===== src/rtl/mpc_seq_pkg.sv =====
package mpc_seq_pkg;

    typedef struct packed {
        logic zero;
        logic neg;
    } alu_flags_t;

    typedef struct packed {
        logic dispatch;
        logic on_zero;
        logic on_neg;
    } branch_ctl_t;

endpackage


===== src/rtl/mpc_cond_flags.sv =====
module mpc_cond_flags
    import mpc_seq_pkg::*;
(
    input  logic       clk,
    input  logic       rst,
    input  alu_flags_t alu_now,
    output alu_flags_t flags_q
);

    alu_flags_t flags_d;

    always_comb begin
        flags_d = alu_now;
        if (rst) begin
            flags_d = '0;
        end
    end

    always_ff @(posedge clk) begin
        flags_q <= flags_d;
    end

    a_r8_flags_follow: assert property (@(posedge clk) disable iff (rst)
        1'b1 |=> (flags_q == $past(alu_now)));
    a_r1_flags_reset: assert property (@(posedge clk)
        rst |=> (flags_q == '0));

endmodule


===== src/rtl/mpc_addr_mux.sv =====
module mpc_addr_mux
    import mpc_seq_pkg::*;
#(
    parameter int ADDR_W = 9,
    parameter int OPC_W  = 8
) (
    input  logic [ADDR_W-1:0] next_addr,
    input  logic [OPC_W-1:0]  mbr,
    input  branch_ctl_t       ctl,
    input  alu_flags_t        flags,
    output logic [ADDR_W-1:0] addr_d
);

    localparam int TOP = ADDR_W - 1;

    logic take_hi;

    always_comb begin
        take_hi = (ctl.on_zero & flags.zero) | (ctl.on_neg & flags.neg);
        addr_d  = next_addr;
        if (ctl.dispatch) begin
            addr_d[OPC_W-1:0] = next_addr[OPC_W-1:0] | mbr;
        end
        if (take_hi) begin
            addr_d[TOP] = 1'b1;
        end
    end

endmodule


===== src/rtl/mpc_sequencer.sv =====
module mpc_sequencer
    import mpc_seq_pkg::*;
#(
    parameter int ADDR_W = 9,
    parameter int OPC_W  = 8
) (
    input  logic              clk,
    input  logic              rst,
    input  logic [ADDR_W-1:0] next_addr,
    input  logic              jmp,
    input  logic              jmpz,
    input  logic              jmpn,
    input  logic              alu_z,
    input  logic              alu_n,
    input  logic [OPC_W-1:0]  mbr,
    output logic [ADDR_W-1:0] mpc
);

    localparam int TOP = ADDR_W - 1;

    branch_ctl_t       ctl;
    alu_flags_t        alu_now;
    alu_flags_t        flags_q;
    logic [ADDR_W-1:0] sel_addr;
    logic [ADDR_W-1:0] mpc_d;
    logic [ADDR_W-1:0] mpc_q;

    assign ctl     = '{dispatch: jmp, on_zero: jmpz, on_neg: jmpn};
    assign alu_now = '{zero: alu_z, neg: alu_n};

    mpc_cond_flags i_flags (
        .clk     (clk),
        .rst     (rst),
        .alu_now (alu_now),
        .flags_q (flags_q)
    );

    mpc_addr_mux #(
        .ADDR_W (ADDR_W),
        .OPC_W  (OPC_W)
    ) i_mux (
        .next_addr (next_addr),
        .mbr       (mbr),
        .ctl       (ctl),
        .flags     (flags_q),
        .addr_d    (sel_addr)
    );

    always_comb begin
        mpc_d = sel_addr;
        if (rst) begin
            mpc_d = '0;
        end
    end

    always_ff @(posedge clk) begin
        mpc_q <= mpc_d;
    end

    assign mpc = mpc_q;

    a_r1_reset_zero: assert property (@(posedge clk)
        rst |=> (mpc_q == '0));
    a_r2_straight: assert property (@(posedge clk) disable iff (rst)
        (!jmp && !jmpz && !jmpn) |=> (mpc_q == $past(next_addr)));
    a_r3_or_low: assert property (@(posedge clk) disable iff (rst)
        jmp |=> (mpc_q[OPC_W-1:0] == ($past(mbr) | $past(next_addr[OPC_W-1:0]))));
    a_r5_top_pass: assert property (@(posedge clk) disable iff (rst)
        (!jmpz && !jmpn) |=> (mpc_q[TOP] == $past(next_addr[TOP])));
    a_r6_zero_hi: assert property (@(posedge clk) disable iff (rst)
        (jmpz && flags_q.zero) |=> mpc_q[TOP]);
    a_r7_neg_hi: assert property (@(posedge clk) disable iff (rst)
        (jmpn && flags_q.neg) |=> mpc_q[TOP]);

endmodule


===== config.mk =====
export PLATFORM = sky130hd
export DESIGN_NAME = mpc_sequencer
export DESIGN_NICKNAME = d
export VERILOG_FILES = /design/src/rtl/mpc_seq_pkg.sv /design/src/rtl/mpc_cond_flags.sv /design/src/rtl/mpc_addr_mux.sv /design/src/rtl/mpc_sequencer.sv
export SDC_FILE = /design/constraint.sdc
export NUM_CORES = 1
export LEC_CHECK = 0
export BUFFER_PORTS_ARGS = -buffer_cell sky130_fd_sc_hd__buf_2
export CAP_MARGIN = 30
export CORE_AREA = 2 2 39 41
export CTS_BUF_LIST = sky130_fd_sc_hd__clkbuf_2
export DETAILED_ROUTE_END_ITERATION = 8
export DIE_AREA = 0 0 41 43
export GPL_TIMING_DRIVEN = 0
export PLACE_DENSITY = 0.64
export REMOVE_ABC_BUFFERS = 1
export SYNTH_ARGS = -nofsm -noshare
export SYNTH_HDL_FRONTEND = slang
export SYNTH_SLANG_ARGS = --single-unit

===== constraint.sdc =====
create_clock -name clk -period 0.8 [get_ports clk]
set_input_delay 0 -clock clk [delete_from_list [all_inputs] [get_ports clk]]
set_output_delay 0 -clock clk [all_outputs]
set_load 0.02 [all_outputs]

==> reports/metrics.sh, run 1 <==
GRT_SETUP_UNREPAIRED='no'
HOLDCRITPATHCLASS='input port to flop'
GRT_PASS1_WL_UM=1460
DRV_SLEW=0
CLK_TRANSITION_REPORTED_PATHS_PS=100
SHARE_COMB_OF_TOTAL_POWER_PCT=21.3
NETLIST.TOP_CELL.BY_AREA='dfxtp_1'
POST_CTS_BUFFERS=0
VIA_COUNT_OF_THE_FIRST_GLOBAL_ROUTING_PASS=421
PER_INSTANCE_AVERAGE_AREA_AFTER_SYNTHESIS_UM2=10.2
FINAL_STANDARD_CELL_AREA_WITHOUT_FILLERS_UM2=712
AREA_GROWTH_SYN_TO_LAYOUT_PCT=111
SETUP_WS_POST_LAYOUT_PS=67.2
SETUP.WORST_PATH.START_CLASS='input port'
TIMING.CRITICAL_PATH.REQUIRED_PS=940
DRC=0
POWER_SWITCHING_W=0.000276
STATIC-LEAKAGE-POWER_nW=0.359
POST_SYNTH_MAIN_AREA_CONTRIBUTORS='dfxtp_1, a21oi_1, nor2_1, a221oi_2, nor2b_1'
CLOCK_TREE.BUFFER_DEPTH=2
YS.WARNINGS.COUNT=0
POST-PLACE-WS_PS=94.1
AREA_INSIDE_THE_CORE_BOUNDARY_UM2=1380
YS.FLOP_TYPE='dfxtp_1'
VIAS_PER_CELL=4.10
DETAILED_PLACE.AREA_UM2=502
CLK_ROOT_BUFFER_CELL='clkbuf_2'
SETUP_VIOL=0
DRT.ANTENNA.VIOLATING_NETS=0
WIRE_PER_INST_UM=9.75
CLOCK-SKEW-FINAL_PS=2.55
YOSYS-TOP-CELLS-COUNT='dfxtp_1, nor2_1, a21oi_1'
PORT-BUFFER-COUNT=32
CRIT_PATH_END_KIND='flop'
ANTENNA_CELLS=0
POWER-PER-CELL-AREA_nW_PER_UM2=1590
POWER.CLOCK.FRACTION_PCT=26.4
CRITICAL_PATH.MAX_STAGE_DELAY_PS=530
SYNTH-SEQ-CELLS=11
LARGEST_NET_DEGREE_AT_THE_START_OF_GLOBAL_ROUTING=12
ASYNC_FLOP_SHARE_PCT=0
GRT-OVFL-TOTAL=0
SYN-CELL-AREA_UM2=338
POSTCTSRESIZEDCELLS=0
SWITCHING_SHARE_PCT=24.4
NUMCTSBUFFERS=3
START_UTIL_PCT=24.4
RELSLEWSLACK_PCT=86.9
FINALWORSTPATHREQUIREDPERIOD_PS=733
GLOBAL_ROUTE.USAGE.TOTAL_PCT=12.5
SYNTHESIS.INSTANCES=33
TIGHTEST_SLEW_PS=196
PLACE.GP.CONGESTION=0.552
DRIVE_GT1_SHARE_PCT=43.0
DETAILROUTE.VIA_COUNT=418
DRT-INITIAL-DRC-COUNT=1
TIMING.CRITICAL_PATH.SLOWEST_STAGE_CELL='dlygate4sd3_1'
POWER_FRAC_SEQ_PCT=52.3
ROUTED_WL_UM=995
FINISH.UTILIZATION_PCT=51.4
NETLIST.AREA_LEADER.SHARE_PCT=65.2
AGGREGATE_NEGATIVE_SETUP_SLACK_PS=0
FILLERINSTANCES=135
HOLD_VIOLATIONS=0
CTS_TREE='built'
SYNTH_ENABLE_FLOP_CELLS=0
POWER.IR.VDD_WORST_mV=0.713
FIRSTDRTPASSITERS=4
FMAXACHIEVABLE_MHz=1360
YOSYS.CELL_COUNT.TOP_TYPE='dfxtp_1'
CHIPWIDTH_UM=41
CELLINTERNALPOWER_W=0.000854
GRT_ANTENNA_BEFORE_REPAIR=0
CAP_VIOL_MAX_COUNT=0
CTS_HOLD_REPAIR.BUFFERS=19
DIE_H_UM=43
SYNTHDISTINCTLIBCELLS=7
ROWS=14
CRIT_PATH_CELL_TRACE='dlygate4sd3_1 -> buf_2 -> a221oi_2 -> nor2_1'
LAYOUT.NETS=111
FINAL_MIN_PERIOD_OVER_CLOCK_PERIOD_PCT=91.6
CLKSINKCOUNT=11
PIN_COUNT=33
DIE_AREA_UM2=1760
CLK-INSERTION-DELAY-LATE_PS=240
CP_DATA_ARRIVAL_TIME_PS=870
CRITICAL_PATH_CLASS='input port to flop'
OUTCOME='finished clean'
YS_SEQ_AREA_SHARE_PCT=65.2
TIMING.CRITICAL_PATH.FANOUT_MAX=1
CTS.HTREE.LEVELS=1
-- worst max-delay path: cells and delay by family --
kind,cells,cell delay [ps]
buffers and inverters,2,650
AOI/OAI and AO/OA,1,160
and+or+nand+nor,1,60
-- cell families (layout without fill, tap and decap cells) --
family                 count (synthesis)  count (layout)  share of synthesized area (%)
AOI/OAI and AO/OA                      9               9                           16.3
buffers and inverters                  2              55                           4.81
DFF                                   11              11                           65.2
and+or+nand+nor                       11              11                           13.7
-- state kept, by name, summed over array words and instances (netlist names) --
name             count
mpc                  9
i_flags.flags_q      2
-- path summary, 6_finish.rpt --
kind / end / depth (start not counted) / slack (ps) / start
setup / recovery: mpc[8] / 4 / 70 / next_addr[8]
hold / removal: mpc[8] / 3 / 8 / jmpn
setup reg to reg: mpc[8] / 2 / 100 / i_flags.flags_q[1]
hold reg to reg: mpc[8] / 2 / 500 / i_flags.flags_q[0]
-- cells in the final DEF (no fill, tap or decap) --
master	n
a21oi_1	8
a221oi_2	1
buf_2	32
clkbuf_2	4
dfxtp_1	11
dlygate4sd3_1	19
nor2_1	9
nor2b_1	2
-- per-stage QoR --
step	power, W	cells	hold slack, ps
5_1_grt	0.00119	102	15.9
6_report	0.00113	102	7.78
3_3_place_gp	0.000772	79	210
3_5_place_dp	0.000775	79	211
2_1_floorplan	0.000675	31	71.6
4_1_cts	0.00115	102	7.51
-- layout make-up --
class / instances / area [um^2] / share of cell area (%)
clock buffer: 4 / 20.0 / 2.81
multi-input combinational: 20 / 101 / 14.2
sequential: 11 / 220 / 30.9
timing repair buffer: 51 / 350 / 49.2
tap: 16 / 20.0 / 2.81
-- power groups by stage --
stage / combinational [W] / sequential, W / clock, W
2_1_floorplan: 0.0000309 / 0.000645 / 0
3_3_place_gp: 0.000168 / 0.000604 / 0
3_5_place_dp: 0.000170 / 0.000605 / 0
4_1_cts: 0.000241 / 0.000592 / 0.000314
5_1_grt: 0.000265 / 0.000595 / 0.000331
6_report: 0.000241 / 0.000591 / 0.000299
-- per-layer routing --
metal / vias to the layer above / wire [um] / global-route usage, % / part of all wire [%]
met1: 182 / 345 / 10.1 / 35
li1: 215 / - / - / -
met4: 0 / 0 / 6.00 / 0
met2: 21 / 573 / 25.3 / 58
met3: 0 / 76 / 1.57 / 7.6
met5: - / 0 / 0 / 0
(Power assumes the default switching activity.)
==> inputs of run 2 (changes only) <==
==> constraint.sdc (replaced) <==
create_clock -name clk -period 0.8 [get_ports clk]
set_input_delay 0.04 -clock clk [delete_from_list [all_inputs] [get_ports clk]]
set_output_delay 0.04 -clock clk [all_outputs]
set_load 0.02 [all_outputs]
==> run 2 against run 1 <==
Effect of this change:
- clock skew is 1.2 ps lower
- power fell by 3.0%
- cell count shrank 9.8%
- sequential cell count unchanged
- die area is the same
- largest cell class unchanged
==> reports/metrics.sh, run 2 (same netlist as run 1, synthesis figures left out) <==
OUTCOME='finished clean'
POWER-PER-CELL-AREA_nW_PER_UM2=1770  # +12%
LARGEST_NET_DEGREE_AT_THE_START_OF_GLOBAL_ROUTING=12  # unchanged
WORST-PATH-STAGES=1  # -3
CRIT_PATH_CELL_TRACE='buf_2'
TIMING.CRITICAL_PATH.REQUIRED_PS=760  # -180 ps
FMAXACHIEVABLE_MHz=1330  # -2.9%
DIE_AREA_UM2=1760  # unchanged
CLK-INSERTION-DELAY-LATE_PS=240  # about the same
R2R.WORST_PATH.CELLS=2  # unchanged
CLOCK_TREE.BUFFER_DEPTH=2  # unchanged
LAYOUT.NETS=101  # -9.0%
VIAS_PER_CELL=4.11  # +0.26%
CP_DATA_ARRIVAL_TIME_PS=710  # -160 ps
WIRE_PER_INST_UM=9.52  # -2.4%
POST_CTS_BUFFERS=0  # unchanged
DRIVE_GT1_SHARE_PCT=48.7  # +5.7 points
CTS.HTREE.LEVELS=1  # unchanged
CLK_TRANSITION_REPORTED_PATHS_PS=100  # about the same
TIMING.CRITICAL_PATH.SLOWEST_STAGE_CELL='dfxtp_1'
GRT_PASS1_WL_UM=1180  # -19%
FINAL_STANDARD_CELL_AREA_WITHOUT_FILLERS_UM2=619  # -13%
CRIT_FAMILY='flip-flops'
DETAILED_PLACE.AREA_UM2=502  # unchanged
CLOCK-SKEW-FINAL_PS=1.33  # -1.23 ps
START_UTIL_PCT=24.4  # unchanged
DRC=0  # unchanged
CAP_VIOL_MAX_COUNT=0  # unchanged
AREA_INSIDE_THE_CORE_BOUNDARY_UM2=1380  # unchanged
FINISH.UTILIZATION_PCT=44.8  # -6.7 points
DETAILROUTE.VIA_COUNT=378  # -9.6%
GRT-OVFL-TOTAL=0  # unchanged
GRT_ANTENNA_BEFORE_REPAIR=0  # unchanged
FINALWORSTPATHREQUIREDPERIOD_PS=755  # +21.9 ps
CLKSINKCOUNT=11  # unchanged
ANTENNA_CELLS=0  # unchanged
PIN_COUNT=33  # unchanged
FILLERINSTANCES=148  # +9.6%
LAYOUT_COMMONEST_CELL='buf_2'
HOLDCRITPATHCLASS='input port to flop'
FINAL_MIN_PERIOD_OVER_CLOCK_PERIOD_PCT=94.3  # +2.7 points
LAYOUT_COMMON_CELLS='buf_2, dfxtp_1, nor2_1, dlygate4sd3_1, a21oi_1'
HOLD_VIOLATIONS=0  # unchanged
LARGEST_REG_FLOPS=9  # unchanged
CLK_ROOT_BUFFER_CELL='clkbuf_2'
FIRSTDRTPASSITERS=3  # -1
TIMING.CRITICAL_PATH.FANOUT_MAX=1  # unchanged
PLACE.GP.CONGESTION=0.552  # unchanged
CRITICAL_PATH.MAX_STAGE_DELAY_PS=320  # -210 ps
MIN_DELAY_PATH_DEPTH=2  # -1
DIE_H_UM=43  # unchanged
TIMING.CRITICAL_PATH.BUF_INV=1  # -1
NUMCTSBUFFERS=3  # unchanged
DRT.ANTENNA.VIOLATING_NETS=0  # unchanged
TIGHTEST_SLEW_PS=193  # -3.32 ps
GLOBAL_ROUTE.USAGE.TOTAL_PCT=9.98  # -2.5 points
SETUP_VIOL=0  # unchanged
STATIC-LEAKAGE-POWER_nW=0.318  # -11%
RELSLEWSLACK_PCT=87.2  # +0.22 points
PORT-BUFFER-COUNT=32  # unchanged
CRITICAL_PATH_CLASS='flop to output pin'
CHIPWIDTH_UM=41  # unchanged
VIA_COUNT_OF_THE_FIRST_GLOBAL_ROUTING_PASS=341  # -19%
ROWS=14  # unchanged
ROUTED_WL_UM=876  # -12%
SETUP.WORST_PATH.START_CLASS='flop'
CTS_TREE='built'
AREA_GROWTH_SYN_TO_LAYOUT_PCT=83.3
CRIT_PATH_END_KIND='output pin'
DRV_SLEW=0  # unchanged
POWER.IR.VDD_WORST_mV=0.709  # -0.64%
DRT-INITIAL-DRC-COUNT=1  # unchanged
run 2: cell count changes in the layout (fill, tap and decap cells not counted), sizes merged:
cell	delta
dlygate4sd3	-10
run 2: routing by layer:
layer / GRT usage [%] / vias up / wire (um)
met5: 0 / - / 0
met4: 6.00 / 0 / 0
met3: 1.57 / 0 / 83
met2: 18.1 / 21 / 481
met1: 9.45 / 162 / 311
li1: - / 195 / -
run 2: repair_timing:
item                       4_1_cts  5_1_grt
resized for setup                0        3
setup endpoints to repair        0        3
hold buffers                     9        0
hold endpoints to repair         9        0
run 2: where the power goes:
part / switching, W / internal, W
logic: 0.0000957 / 0.000112
registers: 0.00000874 / 0.000583
clock network: 0.000164 / 0.000133
total: 0.000269 / 0.000828
run 2: stage by stage:
step | TNS, ps | setup slack, ps | instances | total power, W | hold WS [ps]
3_5_place_dp | 0 | 94.1 | 79 | 0.000775 | 251
4_1_cts | 0 | 20.9 | 92 | 0.00111 | 1.82
2_1_floorplan | 0 | 135 | 31 | 0.000675 | 112
6_report | 0 | 45.3 | 92 | 0.00110 | 11.3
5_1_grt | -3.91 | -3.91 | 92 | 0.00116 | 4.94
3_3_place_gp | 0 | 105 | 79 | 0.000772 | 250
run 2: worst paths after layout:
kind         slack [ps]                  to               start
min                  10  i_flags.flags_q[1]               alu_z
max reg2reg          90              mpc[8]  i_flags.flags_q[1]
min reg2reg         500              mpc[8]  i_flags.flags_q[0]
max                  50              mpc[7]              mpc[7]
run 2: final cells by class:
cell class              instances  area [um^2]  share of cell area, %
repair buffers                 41          258                   41.6
clock buffers                   4         20.0                   3.23
well taps                      16         20.0                   3.23
flip-flops and latches         11          220                   35.6
multi-input cells              20          101                   16.4
==> inputs of run 3 (changes only) <==
- CELL_PAD_IN_SITES_DETAIL_PLACEMENT: unset -> 1
- CELL_PAD_IN_SITES_GLOBAL_PLACEMENT: unset -> 1
- CORE_AREA: 2 2 39 41 -> unset
- CORE_MARGIN: unset -> 1.5
- CORE_UTILIZATION: unset -> 21
- DIE_AREA: 0 0 41 43 -> unset
- PLACE_DENSITY: 0.64 -> 0.76
==> run 3 against run 2 <==
Effect of this change:
- utilization is 4.1 points lower
- routed wire length is 14% higher
- sequential cell count stayed put
- clock power is 4% higher
- sequential power hardly changed
- sequential share of layout area is 0.44 points higher
- clock skew is 8.1 ps higher
- critical endpoint is now mpc[3]
- largest cell class unchanged
- largest power group unchanged
==> reports/metrics.sh, run 3 (same netlist as run 1, synthesis figures left out) <==
CLK_TRANSITION_REPORTED_PATHS_PS=110  # about the same
VIAS_PER_CELL=4.25  # +3.4%
PLACEDCELLCOUNT=79  # unchanged
CTS_TREE='built'
HOLDCRITPATHCLASS='input port to flop'
CP_DATA_ARRIVAL_TIME_PS=730  # +20 ps
OUTCOME='finished clean'
FINAL_CELL_COUNT_NO_FILL=92  # unchanged
FILLERINSTANCES=187  # +26%
AREA_GROWTH_SYN_TO_LAYOUT_PCT=81.1
CRITICAL_PATH.MAX_STAGE_DELAY_PS=320  # about the same
GRT-OVFL-TOTAL=0  # unchanged
FMAXACHIEVABLE_MHz=1310  # -1.4%
CAP_VIOL_MAX_COUNT=0  # unchanged
NUMCTSBUFFERS=3  # unchanged
CLOCK_TREE.BUFFER_DEPTH=2  # unchanged
ROWS=14  # unchanged
POSTCTSRESIZEDCELLS=0  # unchanged
TIMING.CRITICAL_PATH.REQUIRED_PS=760  # about the same
LAYOUT_COMMON_CELLS='buf_2, dfxtp_1, nor2_1, dlygate4sd3_1, a21oi_1'
GRT_SETUP_UNREPAIRED='no'
CRIT_FAMILY='flip-flops'
ROUTED_WL_UM=1000  # +14%
LARGEST_REG_FLOPS=9  # unchanged
GRT_PASS1_WL_UM=1600  # +36%
POWER.IR.VDD_WORST_mV=0.626  # -12%
POWER.CLOCK.FRACTION_PCT=28.0  # +0.9 points
CLK-INSERTION-DELAY-LATE_PS=250  # about the same
SETUP_VIOL=0  # unchanged
DETAILROUTE.VIA_COUNT=391  # +3.4%
AGGREGATE_NEGATIVE_SETUP_SLACK_PS=0  # unchanged
POWER_FRAC_SEQ_PCT=53.4  # -0.5 points
STATIC-LEAKAGE-POWER_nW=0.317  # -0.46%
DRC=0  # unchanged
FIRSTDRTPASSITERS=1  # -2
FINAL_MIN_PERIOD_OVER_CLOCK_PERIOD_PCT=95.7  # +1.4 points
LAYOUT.NETS=101  # unchanged
CELLINTERNALPOWER_W=0.000823  # -0.64%
CRIT_PATH_CELL_TRACE='buf_2'
CLK_ROOT_BUFFER_CELL='clkbuf_2'
PLACE.GP.CONGESTION=0.567  # +2.6%
DRIVE_GT1_SHARE_PCT=48.7  # unchanged
DIE_H_UM=43.1  # +0.26%
AREA_INSIDE_THE_CORE_BOUNDARY_UM2=1510  # +8.9%
WIRE_PER_INST_UM=10.9  # +14%
GRT_ANTENNA_BEFORE_REPAIR=0  # unchanged
POWER_SWITCHING_W=0.000285  # +6.0%
RELSLEWSLACK_PCT=86.6  # -0.59 points
LAYOUT_COMMONEST_CELL='buf_2'
GLOBAL_ROUTE.USAGE.TOTAL_PCT=12.1  # +2.1 points
CRITICAL_PATH_CLASS='flop to output pin'
CTS.HTREE.LEVELS=1  # unchanged
HOLD_VIOLATIONS=0  # unchanged
POWER-PER-CELL-AREA_nW_PER_UM2=1810  # +2.2%
CLOCK-SKEW-FINAL_PS=9.46  # +8.14 ps
START_UTIL_PCT=22.4  # -2.0 points
LARGEST_NET_DEGREE_AT_THE_START_OF_GLOBAL_ROUTING=12  # unchanged
ANTENNA_CELLS=0  # unchanged
TIMING.CRITICAL_PATH.FANOUT_MAX=1  # unchanged
CHIPWIDTH_UM=43.1  # +5.1%
HPWLAFTERDP_UM=691
SHARE_COMB_OF_TOTAL_POWER_PCT=18.6  # -0.4 points
SETUP.WORST_PATH.START_CLASS='flop'
DRT-INITIAL-DRC-COUNT=0  # -1
PORT-BUFFER-COUNT=32  # unchanged
DRV_SLEW=0  # unchanged
FINALWORSTPATHREQUIREDPERIOD_PS=766  # +11.0 ps
PIN_COUNT=33  # unchanged
TIGHTEST_SLEW_PS=201  # +8.84 ps
DIE_AREA_UM2=1860  # +5.4%
SWITCHING_SHARE_PCT=25.7  # +1.2 points
TOTAL_POWER_W=0.00111  # +0.98%
TIMING.CRITICAL_PATH.BUF_INV=1  # unchanged
CRIT_PATH_END_KIND='output pin'
DRT.ANTENNA.VIOLATING_NETS=0  # unchanged
VIA_COUNT_OF_THE_FIRST_GLOBAL_ROUTING_PASS=402  # +18%
TIMING.CRITICAL_PATH.SLOWEST_STAGE_CELL='dfxtp_1'
CLKSINKCOUNT=11  # unchanged
[run 3: cell type report]
cell class                 instances  area (um^2)  area share (%)
tap                               16         20.0            3.27
multi-input combinational         20          101            16.6
clock buffer                       4         20.0            3.27
sequential                        11          220            36.0
timing repair buffer              41          250            40.9
[run 3: timing repair]
action	CTS	global route
hold buffers	9	0
endpoints found under the hold margin	9	0
setup buffers	0	0
[run 3: final timing paths]
| kind | startpoint | end | slack, ps | depth (start not counted) |
|---|---|---|---|---|
| worst max-delay path | mpc[3] | mpc[3] | 30 | 1 |
| worst min-delay path | alu_n | i_flags.flags_q[0] | 10 | 2 |
| worst max register to register | i_flags.flags_q[1] | mpc[8] | 60 | 2 |
| worst min register to register | i_flags.flags_q[0] | mpc[8] | 510 | 2 |
[run 3: metrics by stage]
step	utilization (%)	hold slack, ps	worst slack [ps]	instance area, um^2
6_report	40.6	10.2	34.3	612
2_1_floorplan	-	112	135	322
5_1_grt	40.6	17.2	2.14	612
3_3_place_gp	33.3	248	105	502
4_1_cts	40.6	4.68	16.8	612
3_5_place_dp	33.3	256	69.7	502
[run 3: power groups by stage]
stage | registers, W | clock network (W) | logic [W]
3_5_place_dp | 0.000605 | 0 | 0.000173
3_3_place_gp | 0.000603 | 0 | 0.000169
4_1_cts | 0.000592 | 0.000325 | 0.000207
6_report | 0.000591 | 0.000310 | 0.000206
2_1_floorplan | 0.000645 | 0 | 0.0000309
5_1_grt | 0.000594 | 0.000339 | 0.000228
[run 3: layer usage]
metal / share of wire (%) / global-route usage (%) / vias up
li1: - / - / 194
met1: 35 / 12.5 / 175
met2: 55 / 22.4 / 22
met3: 10 / 2.98 / 0
met4: 0 / 5.45 / 0
met5: 0 / 0 / -
